$ cat src/rtl/irq_agg_pkg.sv
package irq_agg_pkg;
  localparam int unsigned LINES_DEF   = 17;
  localparam int unsigned FRAME_W_DEF = 24;
  localparam int unsigned SYNC_DEF    = 2;
endpackage

$ cat src/rtl/irq_sync.sv
module irq_sync #(
  parameter int unsigned WIDTH  = 17,
  parameter int unsigned STAGES = 2
) (
  input  logic             clk_i,
  input  logic             rst_ni,
  input  logic [WIDTH-1:0] d_i,
  output logic [WIDTH-1:0] q_o
);
  logic [WIDTH-1:0] stage_q [STAGES];

  always_ff @(posedge clk_i or negedge rst_ni) begin
    if (!rst_ni) stage_q[0] <= '0;
    else         stage_q[0] <= d_i;
  end

  for (genvar s = 1; s < STAGES; s++) begin : g_stage
    always_ff @(posedge clk_i or negedge rst_ni) begin
      if (!rst_ni) stage_q[s] <= '0;
      else         stage_q[s] <= stage_q[s-1];
    end
  end

  assign q_o = stage_q[STAGES-1];
endmodule

$ cat src/rtl/irq_capture.sv
module irq_capture #(
  parameter int unsigned WIDTH = 17
) (
  input  logic             clk_i,
  input  logic             rst_ni,
  input  logic [WIDTH-1:0] lvl_i,
  input  logic             take_i,
  output logic             pend_valid_o,
  output logic [WIDTH-1:0] pend_lvl_o,
  output logic             pend_merged_o
);
  logic [WIDTH-1:0] prev_q;
  logic             change;

  assign change = |(lvl_i ^ prev_q);

  always_ff @(posedge clk_i or negedge rst_ni) begin
    if (!rst_ni) begin
      prev_q        <= '0;
      pend_valid_o  <= 1'b0;
      pend_lvl_o    <= '0;
      pend_merged_o <= 1'b0;
    end else begin
      prev_q <= lvl_i;
      if (take_i) begin
        // slot drains this cycle; a simultaneous change refills it cleanly
        pend_valid_o  <= change;
        pend_merged_o <= 1'b0;
        if (change) pend_lvl_o <= lvl_i;
      end else if (change) begin
        pend_lvl_o    <= lvl_i;
        pend_valid_o  <= 1'b1;
        pend_merged_o <= pend_valid_o;
      end
    end
  end
endmodule

$ cat src/rtl/spi_frame_tx.sv
module spi_frame_tx #(
  parameter int unsigned FRAME_W = 24
) (
  input  logic               clk_i,
  input  logic               rst_ni,
  input  logic               load_i,
  input  logic [FRAME_W-1:0] frame_i,
  output logic               ready_o,
  output logic               sclk_o,
  output logic               cs_no,
  output logic               mosi_o,
  output logic               done_o
);
  localparam int unsigned CNT_W = $clog2(FRAME_W);
  localparam logic [CNT_W-1:0] LAST_BIT = CNT_W'(FRAME_W - 1);

  logic               busy_q, phase_q;
  logic [CNT_W-1:0]   bit_q;
  logic [FRAME_W-1:0] shift_q;

  always_ff @(posedge clk_i or negedge rst_ni) begin
    if (!rst_ni) begin
      busy_q  <= 1'b0;
      phase_q <= 1'b0;
      bit_q   <= '0;
      shift_q <= '0;
      done_o  <= 1'b0;
    end else begin
      done_o <= 1'b0;
      if (!busy_q) begin
        if (load_i) begin
          busy_q  <= 1'b1;
          phase_q <= 1'b0;
          bit_q   <= '0;
          shift_q <= frame_i;
        end
      end else if (!phase_q) begin
        phase_q <= 1'b1;
      end else begin
        // falling edge of sclk: advance data or close the frame
        phase_q <= 1'b0;
        if (bit_q == LAST_BIT) begin
          busy_q <= 1'b0;
          done_o <= 1'b1;
        end else begin
          bit_q   <= bit_q + 1'b1;
          shift_q <= {shift_q[FRAME_W-2:0], 1'b0};
        end
      end
    end
  end

  assign ready_o = !busy_q;
  assign cs_no   = !busy_q;
  assign sclk_o  = busy_q & phase_q;
  assign mosi_o  = busy_q & shift_q[FRAME_W-1];
endmodule

$ cat src/rtl/irq_aggregator.sv
module irq_aggregator
  import irq_agg_pkg::*;
#(
  parameter int unsigned N_LINES     = LINES_DEF,
  parameter int unsigned FRAME_W     = FRAME_W_DEF,
  parameter int unsigned SYNC_STAGES = SYNC_DEF
) (
  input  logic               clk_i,
  input  logic               rst_ni,
  input  logic [N_LINES-1:0] irq_i,
  output logic               sclk_o,
  output logic               cs_no,
  output logic               mosi_o,
  output logic               dma_req_o
);
  localparam int unsigned FLAG_POS = FRAME_W - N_LINES - 1;

  logic [N_LINES-1:0] lvl;
  logic [N_LINES-1:0] pend_lvl;
  logic               pend_valid, pend_merged;
  logic               tx_ready, take;
  logic [FRAME_W-1:0] frame;

  irq_sync #(.WIDTH(N_LINES), .STAGES(SYNC_STAGES)) u_sync (
    .clk_i (clk_i),
    .rst_ni(rst_ni),
    .d_i   (irq_i),
    .q_o   (lvl)
  );

  irq_capture #(.WIDTH(N_LINES)) u_cap (
    .clk_i        (clk_i),
    .rst_ni       (rst_ni),
    .lvl_i        (lvl),
    .take_i       (take),
    .pend_valid_o (pend_valid),
    .pend_lvl_o   (pend_lvl),
    .pend_merged_o(pend_merged)
  );

  assign take = pend_valid & tx_ready;

  always_comb begin
    frame = '0;
    frame[FRAME_W-1 -: N_LINES] = pend_lvl;
    frame[FLAG_POS]             = pend_merged;
  end

  spi_frame_tx #(.FRAME_W(FRAME_W)) u_tx (
    .clk_i  (clk_i),
    .rst_ni (rst_ni),
    .load_i (take),
    .frame_i(frame),
    .ready_o(tx_ready),
    .sclk_o (sclk_o),
    .cs_no  (cs_no),
    .mosi_o (mosi_o),
    .done_o (dma_req_o)
  );
endmodule

$ cat config.mk
export PLATFORM = sky130hd
export DESIGN_NAME = irq_aggregator
export DESIGN_NICKNAME = d
export VERILOG_FILES = /design/src/rtl/irq_agg_pkg.sv /design/src/rtl/irq_sync.sv /design/src/rtl/irq_capture.sv /design/src/rtl/spi_frame_tx.sv /design/src/rtl/irq_aggregator.sv
export SDC_FILE = /design/constraint.sdc
export NUM_CORES = 1
export LEC_CHECK = 0
export BUFFER_PORTS_ARGS = -buffer_cell sky130_fd_sc_hd__buf_2
export CAP_MARGIN = 20
export CORE_ASPECT_RATIO = 1.4
export CORE_UTILIZATION = 46
export DETAILED_ROUTE_END_ITERATION = 8
export HOLD_SLACK_MARGIN = 0.12
export SYNTH_ARGS = -nofsm -noshare
export SYNTH_HDL_FRONTEND = slang
export SYNTH_HIERARCHICAL = 1
export SYNTH_SLANG_ARGS = --single-unit
$ cat constraint.sdc
create_clock -name clk_i -period 2.93 [get_ports clk_i]
set_input_delay 0.4395 -clock clk_i [delete_from_list [all_inputs] [get_ports clk_i]]
set_output_delay 0.4395 -clock clk_i [all_outputs]
set_load 0.01 [all_outputs]
==> results of run 1 <==
## cells in the final DEF (no fill, tap or decap), types with 2 or more instances in the layout
cell type and instances:
a21oi_1 3, and2_1 2, buf_2 21, buf_4 6
bufinv_16 2, clkbuf_16 9, conb_1 6, dfrtp_1 102
inv_1 3, inv_2 3, mux2_2 17, mux2i_1 23
nand2_1 28, nand2b_1 2, nand3_1 5, nand4_1 3
nor2_1 4, nor3_1 2, nor4_1 2, o21ai_1 2
o221a_1 22, or4_1 2, xnor2_1 4, xor2_1 14
## where the power goes
group	leakage, nW	switching [W]	total, W	internal [W]
Sequential	1.18	0.000250	0.00193	0.00168
Clock	0.155	0.000497	0.00127	0.000768
Combinational	0.536	0.000577	0.00113	0.000549
## what timing repair did
action	4_1_cts	5_1_grt
endpoints found under the hold margin	39	0
hold buffers	1	0
buffers inserted	0	0
## area by class of cell
cell class / count / area share
clock buffer: 10 / 0.0537
inverter: 6 / 0.00506
sequential: 102 / 0.573
clock inverter: 5 / 0.0183
timing repair buffer: 29 / 0.0404
multi-input combinational: 156 / 0.280
tap: 105 / 0.0295
## worst min path at each step
stage                     cells past startpoint             endpoint
after global placement                        0        u_sync/q_o[5]
after CTS                                     1   u_sync/stage_q[20]
after floorplan                               0  u_cap/pend_lvl_o[0]
after global routing                          1   u_sync/stage_q[19]
after detailed placement                      0        u_sync/q_o[8]
final                                         1   u_sync/stage_q[20]
## synthesized netlist by cell type, types with 2 or more instances
library cell | instances | share of area
dfrtp_1 | 102 | 0.63
nand2_1 | 28 | 0.026
mux2i_1 | 23 | 0.057
o221a_1 | 22 | 0.061
buf_4 | 20 | 0.037
mux2_2 | 17 | 0.048
xor2_1 | 14 | 0.030
nand3_1 | 5 | 0.0062
buf_6 | 4 | 0.011
nor2_1 | 4 | 0.0037
xnor2_1 | 4 | 0.0087
a21oi_1 | 3 | 0.0037
buf_2 | 3 | 0.0037
inv_1 | 3 | 0.0028
inv_2 | 3 | 0.0028
nand4_1 | 3 | 0.0047
and2_1 | 2 | 0.0031
clkbuf_1 | 2 | 0.0019
nand2b_1 | 2 | 0.0031
nor3_1 | 2 | 0.0025
nor4_1 | 2 | 0.0031
o21ai_1 | 2 | 0.0025
or4_1 | 2 | 0.0037
## registers in the layout, indices dropped and copies added, names as in the netlist, 5 cells and up
signal / cells
u_cap/pend_lvl_o: 17
u_tx/shift_q: 24
u_tx/bit_q: 5
u_sync/q_o: 17
u_cap/prev_q: 17
u_sync/stage_q: 17
## logic make-up (layout without fill, tap and decap cells)
| kind of cell | after synthesis | in the layout | share of synthesized area |
|---|---|---|---|
| AOI/OAI and AO/OA | 35 | 35 | 0.0851 |
| and+or+nand+nor | 56 | 56 | 0.0720 |
| DFF | 102 | 102 | 0.634 |
| xor gates and xnor gates | 18 | 18 | 0.0391 |
| adders and majority gates | 1 | 1 | 0.00311 |
| other | 1 | 6 | 0.000931 |
| buffers and inverters | 36 | 50 | 0.0615 |
| muxes | 40 | 40 | 0.105 |
## per-layer routing
metal  up-vias  wire, µm
met1      1095      2910
li1       1030         -
met3         9       148
met4         0       110
met2        33      3150
met5         -         0
## stage by stage
step | hold slack [ns] | area [µm²]
3_3_place_gp | 0.331 | 4120
6_report | 0.205 | 4450
5_1_grt | 0.188 | 4450
3_5_place_dp | 0.335 | 4120
4_1_cts | 0.191 | 4450
2_1_floorplan | 0.144 | 4050
==> impl_metrics.py, run 1 <==
metrics = {
    "die": {
        "start_util": 0.471,
        "design.die.area_um2": 9140,
        "num_rows": 40,
        "ioPinCount": 23,
        "die_width_um": 81.1,
        "die_h_um": 113,
        "core_area_um2": 8560,
    },
    "clock_network": {
        "clock-root-buffer": "clkbuf_16",
        "cts-buffers-inserted": 9,
        "cts.repair.resized": 0,
        "clkSlewWorstSetupHoldPaths_ns": 0.06,
        "clock_path_buffers": 2,
        "ctsHtreeMaxLevel": 3,
        "cts_tree": "done",
        "cts.sinks": 102,
        "clock_latency_ns": 0.34,
    },
    "worst_setup_path": {
        "startpoint_type": "register",
        "cpPeakStageDelay_ns": 0.40,
        "cp.required_ns": 3.15,
        "reg2reg_slack_ns": 0.80,
        "path_depth": 6,
        "rr_startpoint": "u_sync/q_o[15]",
        "path_cells": "xor2_1 > nor4_1 > nand3_1 > nor4_4 > buf_4 > mux2_2",
        "slowest_stage": "dfrtp_1",
        "cp_data_arrival_time_ns": 2.35,
        "critPathBufInv": 1,
        "cp-end-kind": "register",
        "path_max_fanout": 13,
        "r2r_cells": 6,
        "path_class": "register to register",
        "critPathCapture": "u_cap/pend_lvl_o[9]",
        "critPathTopFamily": "simple AND/OR/NAND/NOR gates",
        "rr_endpoint": "u_cap/pend_lvl_o[9]",
        "startpoint": "u_sync/q_o[15]",
    },
    "run_status": {
        "status": "completed",
    },
    "power_and_ir_drop": {
        "peakVddDrop_mv": 0.469,
        "p_per_area_nw_per_um2": 971,
        "power_w": 0.00433,
        "p_leak_nw": 1.87,
    },
    "place": {
        "port_buffers": 22,
        "place_ws_ns": 0.777,
        "place.gp.congestion": 0.751,
        "dp_hpwl_um": 4140,
        "dp_cells": 397,
    },
    "synth": {
        "ys_ff_latch": 102,
        "synth.distinct_cells": 40,
        "ys.flop_type": "dfrtp_1",
        "netlist_instances": 289,
        "ys_seq_area_frac": 0.634,
        "syn_area_um2": 4030,
        "synth_async_sr_flop_share": 1.00,
        "synth-edff-count": 0,
        "synth.avg_cell_area_um2": 13.9,
        "ys.warnings.count": 6,
    },
    "finish": {
        "multi_input_area_um2": 1250,
        "layout.nets": 324,
        "final_core_util": 0.520,
        "seqCellArea_um2": 2550,
        "syn2layout_area_growth_pct": 10.6,
        "n_antenna_cell": 0,
        "final_layout_size_suffix_gt1_frac": 0.218,
        "finalNonFillerCells": 413,
        "n_fill_cell": 729,
    },
    "global_routing": {
        "grt_pass1_vias": 2130,
        "grtUsageMet1": 0.213,
        "overflow": 0,
        "grt_use_met3": 0.0339,
        "grt_start_max_net_pins": 42,
        "antenna_found_initial": 0,
        "met2_usage": 0.251,
        "track_usage": 0.160,
        "grt_busiest_layer": "met2",
        "grt_pass1_wl_um": 10900,
    },
    "detailed_routing": {
        "wl_per_cell_um": 15.3,
        "drtIter0Drc": 115,
        "ant_nets": 0,
        "vias": 2167,
        "viasPerCell": 5.25,
        "drcViolationCount": 0,
        "drt_wl_total_um": 6320,
        "drt_first_pass_iters": 4,
    },
    "sta": {
        "finalCritPeriodShare": 0.726,
        "finalWorstSetupSlack_ns": 0.801,
        "worst_pin_slew_ns": 0.645,
        "hold_viol_final": 0,
        "clock.fmax_mhz": 470,
        "max-slew-margin-rel": 0.569,
        "slew_violations": 0,
        "setup_tns_ns": 0,
        "setup_viol": 0,
        "finalCriticalPeriod_ns": 2.13,
        "rsz0062_at_grt": "no",
        "clock_skew_ns": 0.00390,
    },
    "min_path": {
        "hold_start": "irq_i[3]",
        "hold_class": "primary input to register",
    },
    "run": {
        "maxCapViolCount": 0,
    },
}
Note: power is estimated with default switching activity, not from simulation.
==> run 2: changes to the inputs <==
--- a/config.mk
+++ b/config.mk
@@ -5,6 +5,7 @@
 export SDC_FILE = /design/constraint.sdc
 export NUM_CORES = 1
 export LEC_CHECK = 0
+export ABC_AREA = 1
 export BUFFER_PORTS_ARGS = -buffer_cell sky130_fd_sc_hd__buf_2
 export CAP_MARGIN = 20
 export CORE_ASPECT_RATIO = 1.4
==> constraint.sdc (replaced) <==
create_clock -name clk_i -period 2 [get_ports clk_i]
set_input_delay 0.3 -clock clk_i [delete_from_list [all_inputs] [get_ports clk_i]]
set_output_delay 0.3 -clock clk_i [all_outputs]
set_load 0.01 [all_outputs]
==> impl_metrics.py, run 2 <==
metrics = {
    "run_status": {
        "status": "completed",
    },
    "worst_setup_path": {
        "cp_data_arrival_time_ns": 1.33,
        "cp-end-kind": "output port",
        "r2r_cells": 7,
        "path_max_fanout": 27,
        "reg2reg_slack_ns": 0.39,
        "cp.required_ns": 1.70,
        "startpoint": "u_tx/busy_q",
        "startpoint_type": "register",
        "rr_endpoint": "u_tx/shift_q[12]",
        "critPathCapture": "cs_no",
        "path_class": "register to output port",
        "rr_startpoint": "u_tx/busy_q",
    },
    "power_and_ir_drop": {
        "p_per_area_nw_per_um2": 1200,
        "p_leak_nw": 2.56,
        "peakVddDrop_mv": 0.784,
    },
    "synth": {
        "synth.distinct_cells": 27,
        "ys.flop_type": "dfrtp_1",
        "synth_most_common_cell": "nand2_1",
        "synth-edff-count": 0,
        "netlist_instances": 460,
        "ys.warnings.count": 6,
        "ys_ff_latch": 102,
        "syn_area_um2": 4240,
        "synth_area_leaders": "dfrtp_1 60%, nand2_1 18%, buf_4 3.9%, nand3_1 3.5%, nand4_1 2.7%",
        "synth_top_area_frac": 0.602,
        "ys_seq_area_frac": 0.602,
        "synth_top_cell_by_area": "dfrtp_1",
        "synth_async_sr_flop_share": 1.00,
        "synth.avg_cell_area_um2": 9.22,
        "synth.top_cells.by_count": "201 x nand2_1, 102 x dfrtp_1, 30 x nand3_1, 27 x inv_1, 22 x buf_4",
    },
    "finish": {
        "final_cell_mix": "201 x nand2_1, 102 x dfrtp_1, 30 x nand3_1",
        "final_layout_size_suffix_gt1_frac": 0.119,
        "layout.nets": 512,
        "final_common_cell": "nand2_1",
        "syn2layout_area_growth_pct": 13.0,
        "n_antenna_cell": 0,
        "largest-register": "u_tx/shift_q",
        "largest_reg_flops": 24,
        "n_fill_cell": 822,
    },
    "clock_network": {
        "cts_tree": "done",
        "clock_path_buffers": 2,
        "cts.sinks": 102,
        "ctsHtreeMaxLevel": 3,
        "cts-buffers-inserted": 9,
        "clock-root-buffer": "clkbuf_16",
        "cts_setup_buffers": 0,
        "clkSlewWorstSetupHoldPaths_ns": 0.07,
        "clock_latency_ns": 0.35,
    },
    "sta": {
        "setup_viol": 0,
        "finalWorstSetupSlack_ns": 0.372,
        "finalCriticalPeriod_ns": 1.63,
        "setup_tns_ns": 0,
        "rsz0062_at_grt": "no",
        "worst_pin_slew_ns": 0.537,
        "max-slew-margin-rel": 0.641,
        "slew_violations": 0,
        "finalCritPeriodShare": 0.814,
        "clock.fmax_mhz": 614,
        "clock_skew_ns": 0.0105,
        "hold_viol_final": 0,
    },
    "die": {
        "ioPinCount": 23,
        "design.die.area_um2": 9610,
        "start_util": 0.472,
        "num_rows": 41,
        "core_area_um2": 8980,
        "die_width_um": 83.1,
        "die_h_um": 116,
    },
    "global_routing": {
        "grt_start_max_net_pins": 71,
        "overflow": 0,
        "grt_pass1_vias": 2925,
        "antenna_found_initial": 0,
        "grt_pass1_wl_um": 12800,
        "track_usage": 0.169,
    },
    "detailed_routing": {
        "drtIter0Drc": 244,
        "drt_first_pass_iters": 5,
        "ant_nets": 0,
        "wl_per_cell_um": 11.8,
        "viasPerCell": 4.77,
        "drcViolationCount": 0,
        "vias": 2880,
        "drt_wl_total_um": 7110,
    },
    "min_path": {
        "hold_class": "primary input to asynchronous set/reset pin",
    },
    "run": {
        "maxCapViolCount": 0,
    },
    "place": {
        "place.gp.congestion": 0.739,
        "dp_hpwl_um": 4660,
        "port_buffers": 22,
        "place_ws_ns": 0.105,
    },
}
[run 2: cell count changes after synthesis, moves of 14 or more]
| cell | before | now |
|---|---|---|
| mux2_2 | 17 | 0 |
| nand4_1 | 3 | 18 |
| nor2_1 | 4 | 20 |
| nand2_1 | 28 | 201 |
| inv_1 | 3 | 27 |
| mux2i_1 | 23 | 0 |
| xor2_1 | 14 | 0 |
| o221a_1 | 22 | 0 |
| nand3_1 | 5 | 30 |
[run 2: routing by layer]
metal,track usage,routed length (µm)
met2,0.305,3600
met4,0.109,221
met3,0.0199,143
met5,0,0
met1,0.189,3150
[run 2: what timing repair did]
action | CTS | global route
endpoints found under the setup margin | 0 | 23
gates resized for setup | 0 | 1
hold buffers | 18 | 0
endpoints found under the hold margin | 119 | 0
[run 2: area by class of cell]
type | instances | area [µm²] | share of cell area
Sequential cell | 102 | 2550 | 0.533
Multi-Input combinational cell | 298 | 1320 | 0.274
Timing Repair Buffer | 53 | 403 | 0.0841
Clock buffer | 9 | 225 | 0.0470
Clock inverter | 7 | 56.3 | 0.0118
Tap cell | 107 | 134 | 0.0279
Inverter | 28 | 105 | 0.0219
[run 2: critical path, cell delays in order (launching register included)]
cell	delay, ns
dfrtp_1	0.42
inv_2	0.07
buf_4	0.29
buf_2	0.19
[run 2: worst min path at each step]
stage | slack, ns | cells past startpoint | to | from
2_1_floorplan | 0.004 | 0 | u_cap/pend_lvl_o[0] | rst_ni
4_1_cts | 0.29 | 2 | u_tx/done_o | rst_ni
5_1_grt | 0.30 | 2 | u_tx/done_o | rst_ni
3_5_place_dp | 0.11 | 1 | u_tx/done_o | rst_ni
3_3_place_gp | 0.11 | 1 | u_tx/done_o | rst_ni
6_report | 0.29 | 2 | u_tx/done_o | rst_ni
[run 2: power by group]
group          leakage [nW]  internal, W  switching [W]
Combinational          1.18     0.000556       0.000932
Clock                 0.142     0.000861       0.000776
Sequential             1.23      0.00241       0.000214
[run 2: cell families after synthesis]
family          Yosys count  share of synthesized area
compound gates            5                    0.00738
xor+xnor                  8                     0.0165
fa+ha+maj                 1                    0.00295
buf+inv                  65                     0.0935
flops                   102                      0.602
other cells               1                   0.000884
simple gates            278                      0.277
[run 2: through the flow]
step / power (W) / instance area [µm²] / cells / util / hold WS [ns]
final: 0.00575 / 4790 / 604 / 0.534 / 0.292
after floorplan: 0.00376 / 4260 / 465 / - / 0.00441
after CTS: 0.00582 / 4790 / 604 / 0.533 / 0.288
after global routing: 0.00616 / 4790 / 604 / 0.534 / 0.301
after global placement: 0.00408 / 4320 / 570 / 0.482 / 0.111
after detailed placement: 0.00414 / 4320 / 570 / 0.482 / 0.110
==> run 3: changes to the inputs <==
--- a/config.mk
+++ b/config.mk
@@ -12,6 +12,7 @@
 export CORE_UTILIZATION = 46
 export DETAILED_ROUTE_END_ITERATION = 8
 export HOLD_SLACK_MARGIN = 0.12
+export PLACE_DENSITY = 0.65
 export SYNTH_ARGS = -nofsm -noshare
 export SYNTH_HDL_FRONTEND = slang
 export SYNTH_HIERARCHICAL = 1
==> constraint.sdc (replaced) <==
create_clock -name clk_i -period 1.35 [get_ports clk_i]
set_input_delay 0.2025 -clock clk_i [delete_from_list [all_inputs] [get_ports clk_i]]
set_output_delay 0.2025 -clock clk_i [all_outputs]
set_load 0.01 [all_outputs]
==> impl_metrics.py, run 3 (synthesized netlist as in run 2, its figures left out) <==
metrics = {
    "run_status": {
        "status": "finished, violations left",
        "violations": "setup timing",
    },
    "finish": {
        "design_area_um2": 5800,
        "n_antenna_cell": 0,
        "final_layout_size_suffix_gt1_frac": 0.323,
        "largest-register": "u_tx/shift_q",
        "syn2layout_area_growth_pct": 36.9,
        "largest_reg_flops": 24,
        "layout.nets": 566,
        "final_common_cell": "nand2_1",
        "final_core_util": 0.646,
        "final_cell_mix": "166 x nand2_1, 102 x dfrtp_1, 34 x buf_4",
    },
    "sta": {
        "finalCriticalPeriod_ns": 1.47,
        "rsz0062_at_grt": "yes",
        "clock.fmax_mhz": 681,
        "setup_viol": 48,
        "hold_viol_final": 0,
        "slew_violations": 0,
        "finalWorstSetupSlack_ns": -0.118,
        "finalCritPeriodShare": 1.09,
        "clock_skew_ns": 0.00954,
    },
    "power_and_ir_drop": {
        "switchingPower_w": 0.00363,
        "p_per_area_nw_per_um2": 1810,
        "p_comb_frac": 0.377,
        "pwr-share-seq": 0.379,
        "p_int_w": 0.00687,
        "switching_share": 0.346,
        "power_w": 0.0105,
        "peakVddDrop_mv": 1.61,
        "p_leak_nw": 2.94,
        "clkPwrFrac": 0.244,
    },
    "worst_setup_path": {
        "cpPeakStageDelay_ns": 0.41,
        "cp.required_ns": 1.58,
        "crit_top_cell": "nand2_1",
        "slowest_stage": "dfrtp_1",
        "startpoint_type": "register",
        "cp-end-kind": "register",
        "cp_data_arrival_time_ns": 1.70,
        "path_cells": "xnor2_1 > nand3_1 > nor2_4 > buf_12 > nand3_4 > nand2_1 > nand2_1",
        "path_max_fanout": 5,
        "path_class": "register to register",
    },
    "place": {
        "placed_area_um2": 4470,
        "place_ws_ns": -0.109,
        "port_buffers": 22,
        "dp_hpwl_um": 4950,
        "place.gp.congestion": 0.774,
    },
    "detailed_routing": {
        "drt_wl_total_um": 9660,
        "drt_first_pass_iters": 4,
        "wl_per_cell_um": 14.7,
        "drcViolationCount": 0,
        "drtIter0Drc": 185,
        "ant_nets": 0,
        "vias": 3282,
        "viasPerCell": 4.99,
    },
    "global_routing": {
        "track_usage": 0.197,
        "grt_pass1_wl_um": 14800,
        "overflow": 0,
        "grt_pass1_vias": 3251,
        "grt_start_max_net_pins": 44,
        "antenna_found_initial": 0,
    },
    "clock_network": {
        "cts_tree": "done",
        "clkSlewWorstSetupHoldPaths_ns": 0.07,
        "clock_path_buffers": 2,
        "cts.sinks": 102,
        "ctsHtreeMaxLevel": 3,
        "clock_latency_ns": 0.34,
        "cts-buffers-inserted": 9,
        "clock-root-buffer": "clkbuf_16",
    },
    "die": {
        "die_h_um": 116,
        "core_area_um2": 8980,
        "start_util": 0.472,
        "ioPinCount": 23,
        "die_width_um": 83.1,
        "design.die.area_um2": 9610,
        "num_rows": 41,
    },
    "min_path": {
        "hold_class": "primary input to asynchronous set/reset pin",
    },
    "run": {
        "maxCapViolCount": 0,
    },
}
run 3: path summary, 6_finish.rpt:
kind | cells after the start | end | startpoint | slack, ns
min reg2reg | 0 | u_sync/q_o[7] | u_sync/stage_q[24] | 0.35
max reg2reg | 7 | u_cap/pend_lvl_o[0] | u_sync/q_o[14] | -0.12
min | 2 | u_tx/bit_q[1] | rst_ni | 0.31
max | 7 | u_cap/pend_lvl_o[0] | u_sync/q_o[14] | -0.12
max in group asynchronous | 3 | u_sync/stage_q[23] | rst_ni | 0.51
min in group clk_i | 0 | u_sync/q_o[7] | u_sync/stage_q[24] | 0.35
run 3: critical path, delay by kind of cell (launching register included):
kind                      cells  cell delay [ns]
DFF                           1             0.41
and+or+nand+nor               5             0.63
xor gates and xnor gates      1             0.17
buffers and inverters         1             0.16
run 3: final cells by class:
cell class,instances,area [µm²]
Clock inverter,6,61.3
Inverter,28,110
Multi-Input combinational cell,301,1650
Fill cell,668,3170
Tap cell,107,134
Sequential cell,102,2550
Timing Repair Buffer,104,1050
Clock buffer,10,239
run 3: what timing repair did:
item / in CTS / in global routing
setup buffers: 22 / 9
endpoints found under the hold margin: 119 / 0
endpoints found under the setup margin: 30 / 52
resized for setup: 42 / 77
hold buffers: 18 / 0
pin swaps: 9 / 27
gates cloned: 6 / 7
run 3: routing by layer:
metal / GRT usage / part of all wire
met5: 0 / 0
met4: 0.0977 / 0.034
met1: 0.208 / 0.38
met2: 0.372 / 0.56
met3: 0.0406 / 0.025
run 3: power groups by stage:
stage | logic, W | registers [W] | clock network, W
finish | 0.00395 | 0.00398 | 0.00256
global route | 0.00427 | 0.00404 | 0.00274
CTS | 0.00284 | 0.00387 | 0.00261
detailed placement | 0.00236 | 0.00392 | 0
global placement | 0.00228 | 0.00390 | 0
floorplan | 0.00180 | 0.00384 | 0
run 3: through the flow:
stage               setup TNS [ns]  instances  hold slack (ns)
global route                 -7.07        658            0.326
CTS                          -1.68        645            0.309
finish                       -3.30        658            0.306
global placement            -0.612        583            0.133
detailed placement           -1.66        583            0.129
floorplan                    -4.14        465          -0.0931
